## config.mk

```make
export PLATFORM = sky130hd
export DESIGN_NAME = rtc_irq_top
export DESIGN_NICKNAME = d
export VERILOG_FILES = /design/src/rtl/rtc_irq_pkg.sv /design/src/rtl/rtc_irq_ctrl.sv /design/src/rtl/rtc_irq_flags.sv /design/src/rtl/rtc_irq_rdmux.sv /design/src/rtl/rtc_irq_top.sv
export SDC_FILE = /design/constraint.sdc
export NUM_CORES = 1
export LEC_CHECK = 0
export BUFFER_PORTS_ARGS = -buffer_cell sky130_fd_sc_hd__clkbuf_2
export CAP_MARGIN = 20
export CORE_MARGIN = 1
export CORE_UTILIZATION = 38
export DETAILED_ROUTE_END_ITERATION = 6
export PLACE_DENSITY = 0.74
export SLEW_MARGIN = 25
export SYNTH_ARGS = -nofsm -noshare
export SYNTH_HDL_FRONTEND = slang
export SYNTH_SLANG_ARGS = --single-unit
export TNS_END_PERCENT = 100
```

## constraint.sdc

```tcl
create_clock -name clk -period 1.15 [get_ports clk]
set_input_delay 0.23 -clock clk [delete_from_list [all_inputs] [get_ports clk]]
set_output_delay 0.23 -clock clk [all_outputs]
set_load 0.01 [all_outputs]
```

## src/rtl/rtc_irq_pkg.sv

```systemverilog
// Package: shared widths, register selects and bit positions for the RTC
// interrupt flag block. Assumes an 8-bit register bus with a 2-bit select.
package rtc_irq_pkg;
    localparam int DATA_W = 8;
    localparam int SEL_W  = 2;
    localparam int N_SRC  = 3;   // periodic, alarm, update

    typedef enum logic [SEL_W-1:0] {
        SEL_CTRL  = 2'd0,
        SEL_FLAG  = 2'd1,
        SEL_VALID = 2'd2,
        SEL_SPARE = 2'd3
    } reg_sel_t;

    // Source indices; also the control-byte enable positions.
    localparam int SRC_PER = 0;
    localparam int SRC_ALM = 1;
    localparam int SRC_UPD = 2;

    // Control byte layout.
    localparam int C_SQW  = 3;
    localparam int C_BIN  = 4;
    localparam int C_H24  = 5;
    localparam int C_DST  = 6;
    localparam int C_HOLD = 7;
    localparam int N_RST_BITS = 4;   // bits below this index are cleared by reset

    // Flag byte layout.
    localparam int F_SUM = 7;
    localparam int F_TOP = 6;        // source i sits at F_TOP - i

    localparam logic [DATA_W-1:0] VALID_VALUE = 8'h80;
endpackage

```

## src/rtl/rtc_irq_ctrl.sv

```systemverilog
// Control register: holds the enables, the square-wave enable and the
// mode/hold bits. Assumes a one-cycle write strobe. The low bits are cleared
// by the synchronous reset; the upper bits are never reset. A rise of the
// hold bit caused by a write forces the update enable low.
module rtc_irq_ctrl
    import rtc_irq_pkg::*;
(
    input  logic              clk,
    input  logic              rst_n,
    input  logic              wr_i,
    input  logic [DATA_W-1:0] wdata_i,
    output logic [DATA_W-1:0] ctrl_o
);
    logic [N_RST_BITS-1:0]        low_q;
    logic [DATA_W-1:N_RST_BITS]   high_q;
    logic [N_RST_BITS-1:0]        low_d;
    logic                         hold_rise;

    // Detect a write that takes hold from 0 to 1.
    assign hold_rise = wr_i && wdata_i[C_HOLD] && !high_q[C_HOLD];

    // Next value of the resettable bits, with the hold side effect applied.
    always_comb begin
        low_d = wdata_i[N_RST_BITS-1:0];
        if (hold_rise) low_d[SRC_UPD] = 1'b0;
    end

    // Resettable enables and square-wave enable.
    always_ff @(posedge clk) begin
        if (!rst_n)    low_q <= '0;
        else if (wr_i) low_q <= low_d;
    end

    // Mode and hold bits: no reset, write only.
    always_ff @(posedge clk) begin
        if (wr_i) high_q <= wdata_i[DATA_W-1:N_RST_BITS];
    end

    assign ctrl_o = {high_q, low_q};


    hold_clears_upd_chk: assert property (@(posedge clk) disable iff (!rst_n)
        (wr_i && wdata_i[C_HOLD] && !ctrl_o[C_HOLD]) |=> !ctrl_o[SRC_UPD]);
endmodule

```

## src/rtl/rtc_irq_flags.sv

```systemverilog
// Sticky event flags, one per source (generate). A flag is set by its strobe
// whatever its enable. A clear request wipes all flags, but strobes arriving
// in the same cycle win over the clear. Assumes strobes are already
// synchronous to clk.
module rtc_irq_flags
    import rtc_irq_pkg::*;
#(
    parameter int NSRC = N_SRC
) (
    input  logic            clk,
    input  logic            rst_n,
    input  logic            clr_i,
    input  logic [NSRC-1:0] ev_i,
    output logic [NSRC-1:0] flag_o
);
    logic [NSRC-1:0] flag_q;

    for (genvar i = 0; i < NSRC; i++) begin : g_src
        // One sticky flag: reset, else set by its strobe, else cleared by a read.
        always_ff @(posedge clk) begin
            if (!rst_n)       flag_q[i] <= 1'b0;
            else if (ev_i[i]) flag_q[i] <= 1'b1;
            else if (clr_i)   flag_q[i] <= 1'b0;
        end


        ev_sets_flag_chk: assert property (@(posedge clk) disable iff (!rst_n)
            ev_i[i] |=> flag_o[i]);
    end

    assign flag_o = flag_q;


    rd_clear_chk: assert property (@(posedge clk) disable iff (!rst_n)
        clr_i |=> (flag_o == $past(ev_i)));
endmodule

```

## src/rtl/rtc_irq_rdmux.sv

```systemverilog
// Read-data selector: chooses among control, flag, valid and spare bytes.
// Purely combinational; assumes the select is stable during a read.
module rtc_irq_rdmux
    import rtc_irq_pkg::*;
(
    input  logic [SEL_W-1:0]  sel_i,
    input  logic [DATA_W-1:0] ctrl_i,
    input  logic [DATA_W-1:0] flag_i,
    output logic [DATA_W-1:0] data_o
);
    // Select the addressed byte.
    always_comb begin
        unique case (reg_sel_t'(sel_i))
            SEL_CTRL:  data_o = ctrl_i;
            SEL_FLAG:  data_o = flag_i;
            SEL_VALID: data_o = VALID_VALUE;
            default:   data_o = '0;
        endcase
    end
endmodule

```

## src/rtl/rtc_irq_top.sv

```systemverilog
// RTC interrupt flag block top: decodes the register bus, holds control and
// flags, forms the summary bit and the active-low interrupt. Assumes
// single-cycle read and write strobes and synchronous event strobes.
module rtc_irq_top
    import rtc_irq_pkg::*;
(
    input  logic              clk,
    input  logic              rst_n,
    input  logic [SEL_W-1:0]  bus_sel,
    input  logic              bus_wr,
    input  logic [DATA_W-1:0] bus_wdata,
    input  logic              bus_rd,
    output logic [DATA_W-1:0] bus_rdata,
    input  logic              ev_periodic,
    input  logic              ev_alarm,
    input  logic              ev_update,
    output logic              irq_n,
    output logic [DATA_W-1:0] ctrl_o
);
    logic              wr_ctrl;
    logic              rd_flag;
    logic              wr_ro;
    logic [N_SRC-1:0]  ev_vec;
    logic [N_SRC-1:0]  flags;
    logic [N_SRC-1:0]  enables;
    logic [DATA_W-1:0] ctrl;
    logic [DATA_W-1:0] flag_byte;
    logic              summary;

    // Bus decode.
    assign wr_ctrl = bus_wr && (reg_sel_t'(bus_sel) == SEL_CTRL);
    assign wr_ro   = bus_wr && (reg_sel_t'(bus_sel) != SEL_CTRL);
    assign rd_flag = bus_rd && (reg_sel_t'(bus_sel) == SEL_FLAG);

    assign ev_vec = {ev_update, ev_alarm, ev_periodic};

    rtc_irq_ctrl u_ctrl (
        .clk     (clk),
        .rst_n   (rst_n),
        .wr_i    (wr_ctrl),
        .wdata_i (bus_wdata),
        .ctrl_o  (ctrl)
    );

    rtc_irq_flags #(.NSRC(N_SRC)) u_flags (
        .clk    (clk),
        .rst_n  (rst_n),
        .clr_i  (rd_flag),
        .ev_i   (ev_vec),
        .flag_o (flags)
    );

    assign enables = ctrl[N_SRC-1:0];
    assign summary = |(flags & enables);

    // Build the flag byte: summary on top, sources below, low bits zero.
    always_comb begin
        flag_byte        = '0;
        flag_byte[F_SUM] = summary;
        for (int i = 0; i < N_SRC; i++) flag_byte[F_TOP-i] = flags[i];
    end

    rtc_irq_rdmux u_rdmux (
        .sel_i  (bus_sel),
        .ctrl_i (ctrl),
        .flag_i (flag_byte),
        .data_o (bus_rdata)
    );

    assign irq_n  = ~summary;
    assign ctrl_o = ctrl;


    irq_has_source_chk: assert property (@(posedge clk) disable iff (!rst_n)
        !irq_n |-> (flags != '0));


    ro_write_ignored_chk: assert property (@(posedge clk) disable iff (!rst_n)
        (wr_ro && !rd_flag && ev_vec == '0) |=> $stable(flags));
endmodule

```

# After elaboration in Yosys (flattened, before gate mapping)
# Index checks and enable logic that the tools add are counted.
# classes
n_eq_ne	2
muxes	6
bitwise_logic	2
n_reduce_logical	10
# ops
op	count
$pmux 8 s3	1
$reduce_bool 2->1	3
$mux 1	5
$logic_and 1x1->1	4
$and 3x3->3	1
$reduce_or 3->1	1
$eq 2x1->1 const B	1
$eq 2x2->1 const B	1
$logic_not 2->1	1
$logic_not 1->1	1
$not 1->1	1
# word_totals
ff_bits	11

# Logic depth before layout (Yosys ltp)
# Gate-level depths: netlist of run 1.
# depth
word_depth	5
mapped_depth	4

# Modules after synthesis
# From an unflattened synthesis of run 1, not the netlist that was laid out.
# hier_totals
hier_cells	52
area_unflattened_um2	583.1
# modules_own_cells
mod	instances	cells_per_inst	area_per_inst_um2	seq_area_each_um2
rtc_irq_ctrl	1	19	296.5	200.2
rtc_irq_rdmux	1	19	151.4	0.0
rtc_irq_flags	1	9	101.3	60.1
rtc_irq_top	1	5	33.8	0.0

# Least setup slack after synthesis of run 1
# No wires, ideal clock.
# synth_path
path_kind	register to output
start	reg u_ctrl.low_q[2]
end	out bus_rdata[7]
t_arrival_ns	1.124
path_slack_ns	-0.204
path_stages_with_launch	4
path_buffers	0
cell_sequence	dfxtp_1 a222oi_1 o21ai_0 o31a_2
# synth_between
elab_chain_len	3
# synth_lines
element	line_no	text
start: declaration	rtc_irq_ctrl.sv:14	logic [N_RST_BITS-1:0] low_q;
start signal: assignment	rtc_irq_ctrl.sv:31	else if (wr_i) low_q <= low_d;
$and 3x3->3	rtc_irq_top.sv:54	assign summary = |(flags & enables);
$reduce_or 3->1	rtc_irq_top.sv:54	
$pmux 8 s3	rtc_irq_rdmux.sv:13	unique case (reg_sel_t'(sel_i))
end: declaration	rtc_irq_top.sv:13	output logic [DATA_W-1:0] bus_rdata,
# Every way passes these cells.

# Final worst setup path of run 1
# Same ends and word-level chain as after synthesis.

==> results.yml, run 1 <==
floorplanning:
  die_w_microns: 38.43
  fp.dieH_microns: 38.43
  rows: 12
  start_util_pct: 43.06
  core_sq_um: 1171
  dieArea_sq_um: 1476
  io_pins: 34
critical_path:
  r2r_cells: 3
  path_class: "reg -> out"
  startpoint: "u_ctrl.low_q[2]"
  endpoint: "bus_rdata[7]"
  r2r_end: "u_ctrl.low_q[2]"
  arrival_ns: 1.34
  cp_slowest_cell: "a222oi_1"
  r2r-start: "u_ctrl.high_q[7]"
  critPathLaunchType: "flip-flop"
  worstPathMaxFanout: 2
  path_cells: "a222oi_1 -> o21ai_1 -> o31a_2 -> clkbuf_2"
  rrSetupSlack_ns: 0.21
  cp.required_ns: 0.92
  end_kind: "primary output"
  max_stage_delay_ns: 0.40
place:
  hpwl_microns: 1032
  numPortBuffers: 33
  gp_congestion: 0.7538
  place_ws_ns: -0.1312
timing:
  tightest_slew_ns: 0.3652
  min_period_over_period_pct: 136.7
  hold_viol: 0
  worst_slack_ns: -0.4221
  tns_ns: -1.118
  skew_ns: 0.00007791
  rsz0062_at_grt: "true"
  finalSetupViolCount: 9
  relSlewSlack_pct: 75.65
  clock.fmax_mhz: 636.1
  final.min_clock_period_ns: 1.572
  final-max-slew-violation-count: 0
power_and_ir_drop:
  sw_frac_of_total_pct: 24.63
  p_switching_uw: 214.2
  power_frac_comb_pct: 19.7
  power_frac_seq_pct: 50.3
  p_leak_nw: 0.4106
  p_int_uw: 655.5
  clkPwrFrac_pct: 30.0
  ir_drop_mv: 0.8422
  power.density_nw_per_um2: 1024
route:
  num_vias: 532
  wl_per_cell_microns: 12.19
  ant_nets: 0
  drcViolationCount: 0
  firstDrtPassIters: 4
  routed_wl_microns: 1329
  first_iter_violations: 11
  viasPerCell: 4.881
min_path:
  min_path_cells: 1
  holdCritPathClass: "in -> reg"
final_layout:
  drive_above_1_share_pct: 63.16
  final_nets: 113
  fillers: 95
  syn_to_final_growth_pct: 68.49
  antenna_cells: 0
clock_tree:
  cts_buffer_depth: 2
  cts-root-buf: "clkbuf_4"
  clk_pin_slew_ns: 0.07
  insertion_delay_ns: 0.27
  numCtsBuffers: 3
  clkSinkCount: 11
  ctsHtreeMaxLevel: 1
  cts_tree: "built"
logic_synthesis:
  synthCells: 49
  avgSynthCellArea_sq_um: 10.29
  synth_area_sq_um: 504.2
  async_reset_ff_share_pct: 0
  yosysSeqAreaShare_pct: 51.61
  synth_edf_count: 4
  synth_seq_cells: 11
  synthFlopType: "dfxtp_1"
  synth.distinct_cells: 18
  synth_warnings: 0
  syn_nets: 66
global_routing:
  grt_overflow: 0
  grt_pass1_vias: 483
  antenna_found_initial: 0
  grtUsageTotal_pct: 20.44
  grt_max_degree: 13
  grt_first_pass_wirelength_microns: 2042
flow_run:
  maxCapViolations: 0
outcome:
  violations: "negative setup slack"
  run_status: "complete, but fails checks"
==> worst max-delay path, delay by kind of cell (launching register included) <==
kind                   cells  cell delay, ns
AO/OA/AOI/OAI              3            0.63
buffers and inverters      1            0.13
flip-flops                 1            0.32
==> state kept, by name (all words and copies together), names as in the netlist <==
register,count
u_ctrl.low_q,4
u_ctrl.high_q,4
u_flags.flag_o,3
==> metrics by stage <==
step	area (sq um)	hold slack, ns	power (mW)	utilization, %	cells
global placement	768.2	0.4076	0.5936	65.60	104
global route	849.6	0.1231	0.9138	72.54	109
CTS	827.0	0.1291	0.8729	70.62	108
finish	849.6	0.1396	0.8697	72.54	109
detailed placement	768.2	0.4093	0.6002	65.60	104
floorplan	504.2	0.3289	0.5102	-	49
==> synth_stat cells (2+ instances only) <==
master    count  area, sq um
dfxtp_1       7        140.1
o21ai_0       5        25.02
and2_1        4        25.02
edfxtp_1      4        120.1
nand2_1       4        15.01
nor2_1        4        15.01
a21oi_1       3        15.01
mux2i_1       3        30.03
nand3_1       3        15.01
nor2b_1       3        18.77
buf_6         2        22.52
==> layer usage <==
layer | share of wire [%] | vias to the layer above | GRT usage (%)
li1 | - | 266 | -
met1 | 42 | 239 | 25.64
met2 | 51 | 25 | 35.59
met3 | 5.2 | 2 | 1.744
met4 | 1.5 | 0 | 8.621
met5 | 0 | - | 0
==> logic make-up (layout without fill, tap and decap cells) <==
family / count (synthesis) / after routing / share of synthesized area [%]
AND/OR/NAND/NOR: 20 / 20 / 22.83
flip-flops: 11 / 11 / 51.61
multiplexers: 3 / 3 / 5.956
AO/OA/AOI/OAI: 11 / 11 / 13.65
buffers and inverters: 4 / 50 / 5.954
==> cell type report <==
class / instances / area [sq um] / share of cell area [%]
inverters: 1 / 3.754 / 0.4418
multi-input cells: 34 / 221.5 / 26.07
clock buffers: 4 / 26.28 / 3.093
flip-flops and latches: 11 / 269.0 / 31.66
repair buffers: 45 / 311.5 / 36.67
well taps: 14 / 17.52 / 2.062
==> power by group through the flow <==
stage | registers (mW) | clock network [mW] | logic, mW
after global routing | 0.439 | 0.289 | 0.186
after detailed placement | 0.441 | 0 | 0.159
after floorplan | 0.448 | 0 | 0.0621
after CTS | 0.436 | 0.268 | 0.168
final | 0.437 | 0.261 | 0.171
after global placement | 0.440 | 0 | 0.153
==> how the worst min path moves through the flow <==
stage | startpoint | end | slack (ns)
after floorplan | bus_wdata[4] | u_ctrl.high_q[4] | 0.33
after global placement | bus_wdata[4] | u_ctrl.high_q[4] | 0.41
after detailed placement | bus_wdata[5] | u_ctrl.high_q[5] | 0.41
after CTS | bus_wdata[5] | u_ctrl.high_q[5] | 0.13
after global routing | bus_wdata[5] | u_ctrl.high_q[5] | 0.12
final | bus_wdata[5] | u_ctrl.high_q[5] | 0.14
==> timing repair <==
action | in CTS | in global routing
pin swaps | 4 | 1
gates resized for setup | 14 | 7
buffers inserted | 0 | 1
gates cloned | 0 | 0
setup endpoints to repair | 10 | 10
endpoints found under the hold margin | 0 | 0
hold buffers | 0 | 0
==> layout by cell type, fill, tap and decap left out, drive strengths merged <==
cell     instances
nor2b            3
and2             4
o21ai            5
dfxtp            7
edfxtp           4
nor2             4
nand3            3
nand2            4
buf             15
o31a             1
inv              1
o2111ai          1
mux2i            3
nor3b            1
a21oi            3
clkbuf          34
a222oi           1
nand3b           1
Note: power is estimated with default switching activity, not from simulation.
==> inputs of run 2 (changes only) <==
ABC_AREA = 1   (was unset)
BUFFER_PORTS_ARGS = -buffer_cell sky130_fd_sc_hd__buf_2   (was -buffer_cell sky130_fd_sc_hd__clkbuf_2)
CORE_UTILIZATION = 39   (was 38)
PLACE_DENSITY = 0.75   (was 0.74)
==> run 2 against run 1 <==
Effect of this change:
- the flow still finishes with violations (negative setup slack)
- combinational power fell by 8%
- sequential cell count unchanged
- critical path depth is 1 higher
- area after synthesis up 5.5%
- clock power shrank 2%
- non-clock buffer count down 9
- first-iteration DRC count up 55%
- routed wire length shrank 6.6%
- global-route usage shrank 1.5 points
- critical endpoint unchanged
- sequential share of layout area is 2.5 points higher
- critical path type unchanged
==> results.yml, run 2 <==
outcome:
  run_status: "complete, but fails checks"
  violations: "negative setup slack"
logic_synthesis:
  synthFlopType: "dfxtp_1"
  yosys.area.top_type_share_pct: 26.35
  synth.distinct_cells: 11
  syn_nets: 93
  synth_edf_count: 4
  synthCells: 76
  async_reset_ff_share_pct: 0
  synth_warnings: 0
  yosys.area.top_type: "dfxtp_1"
  yosysSeqAreaShare_pct: 48.94
  synth_seq_cells: 11
  avgSynthCellArea_sq_um: 6.997
  netlist_top_cells_count: "nand2_1, inv_1, nor2_1"
  synth_area_sq_um: 531.8
  synthTopCellsByArea: "dfxtp_1, edfxtp_1, nand2_1"
  post-synth-top-count-cell: "nand2_1"
timing:
  worst_slack_ns: -0.06562
  skew_ns: 0.00006764
  hold_viol: 0
  rsz0062_at_grt: "true"
  finalSetupViolCount: 4
  clock.fmax_mhz: 822.6
  tightest_slew_ns: 0.2140
  final.min_clock_period_ns: 1.216
  relSlewSlack_pct: 85.70
  min_period_over_period_pct: 105.7
  final-max-slew-violation-count: 0
critical_path:
  cp_slowest_cell: "dfxtp_2"
  critPathLaunchType: "flip-flop"
  max_stage_delay_ns: 0.34
  arrival_ns: 0.99
  end_kind: "primary output"
  cp.required_ns: 0.92
  crit_top_cell: "nand2_1"
  path_class: "reg -> out"
  path_cells: "nand2_2 -> nand3_2 -> nand2_1 -> nand2_1 -> buf_2"
  worstPathMaxFanout: 4
clock_tree:
  ctsHoldBuffers: 0
  cts_tree: "built"
  cts_buffer_depth: 2
  insertion_delay_ns: 0.26
  numCtsBuffers: 3
  clk_pin_slew_ns: 0.07
  clkSinkCount: 11
  cts-root-buf: "clkbuf_4"
  ctsHtreeMaxLevel: 1
floorplanning:
  dieArea_sq_um: 1515
  rows: 12
  die_w_microns: 38.93
  io_pins: 34
  core_sq_um: 1186
  start_util_pct: 44.83
  fp.dieH_microns: 38.93
final_layout:
  layout_common_cells: "buf_2, nand2_1, inv_1"
  drive_above_1_share_pct: 47.41
  stdcell_area_sq_um: 795.8
  syn_to_final_growth_pct: 49.65
  final_cells: 130
  layout_commonest_cell: "buf_2"
  fillers: 105
  final_nets: 134
  antenna_cells: 0
place:
  hpwl_microns: 945.5
  placed_cell_area_sq_um: 714.4
  gp_congestion: 0.7041
  numPortBuffers: 33
  dp_cells: 123
global_routing:
  grtUsageTotal_pct: 18.98
  grt_first_pass_wirelength_microns: 1835
  antenna_found_initial: 0
  grt_pass1_vias: 464
  grt_max_degree: 8
  grt_overflow: 0
power_and_ir_drop:
  power_uw: 857.7
  power.density_nw_per_um2: 1078
  p_leak_nw: 0.4630
  ir_drop_mv: 0.7177
route:
  viasPerCell: 4.531
  first_iter_violations: 17
  wl_per_cell_microns: 9.546
  firstDrtPassIters: 4
  ant_nets: 0
  num_vias: 589
  routed_wl_microns: 1241
  drcViolationCount: 0
flow_run:
  maxCapViolations: 0
min_path:
  holdCritPathClass: "in -> reg"
[run 2: path summary, 6_finish.rpt]
kind,startpoint,to,slack [ns],depth (start not counted)
worst max-delay path,u_ctrl.low_q[1],bus_rdata[7],-0.07,5
worst min-delay path,bus_wdata[5],u_ctrl.high_q[5],0.15,1
worst max register to register,u_ctrl.high_q[7],u_ctrl.low_q[2],0.24,5
worst min register to register,u_ctrl.low_q[3],u_ctrl.low_q[3],0.48,2
[run 2: cell type report]
cell class                      instances  area (sq um)  area share (%)
Sequential cell                        11         271.5           34.12
Multi-Input combinational cell         48         222.7           27.99
Timing Repair Buffer                   36         193.9           24.37
Inverter                               17         63.81           8.019
Clock buffer                            4         26.28           3.302
Tap cell                               14         17.52           2.201
[run 2: kinds of logic (layout without fill, tap and decap cells)]
logic type / after synthesis / after routing / share of synthesized area, %
buffers and inverters: 17 / 57 / 12.00
DFF: 11 / 11 / 48.94
AOI/OAI and AO/OA: 5 / 5 / 4.705
and+or+nand+nor: 43 / 43 / 34.35
[run 2: where the power goes]
part | internal, mW | switching [mW] | leakage (nW)
Clock | 0.134 | 0.122 | 0.0150
Combinational | 0.0716 | 0.0851 | 0.351
Sequential | 0.427 | 0.0175 | 0.0972
[run 2: through the flow]
step | setup TNS (ns) | hold slack, ns | setup slack (ns) | util [%]
after global routing | -0.4643 | 0.1389 | -0.1396 | 67.09
final | -0.1528 | 0.1517 | -0.06562 | 67.09
after CTS | -0.1368 | 0.1418 | -0.07063 | 65.72
after global placement | 0 | 0.4106 | 0.06509 | 60.23
after detailed placement | 0 | 0.4152 | 0.05516 | 60.23
after floorplan | 0 | 0.3289 | 0.2195 | -
[run 2: worst max-delay path: cells and delay by family (launching register included)]
family	cells	cell delay [ns]
DFF	1	0.34
and+or+nand+nor	4	0.24
buffers and inverters	1	0.13
[run 2: layer usage]
metal / GRT usage (%) / wire [microns] / vias to the layer above
li1: - / - / 308
met1: 24.46 / 613 / 250
met2: 27.08 / 528 / 31
met3: 6.936 / 99 / 0
met4: 10.34 / 0 / 0
met5: 0 / 0 / -
[run 2: repair_timing]
action / 4_1_cts / 5_1_grt
endpoints found under the setup margin: 6 / 10
resized for setup: 11 / 5
setup buffers: 2 / 1
pin swaps: 4 / 6
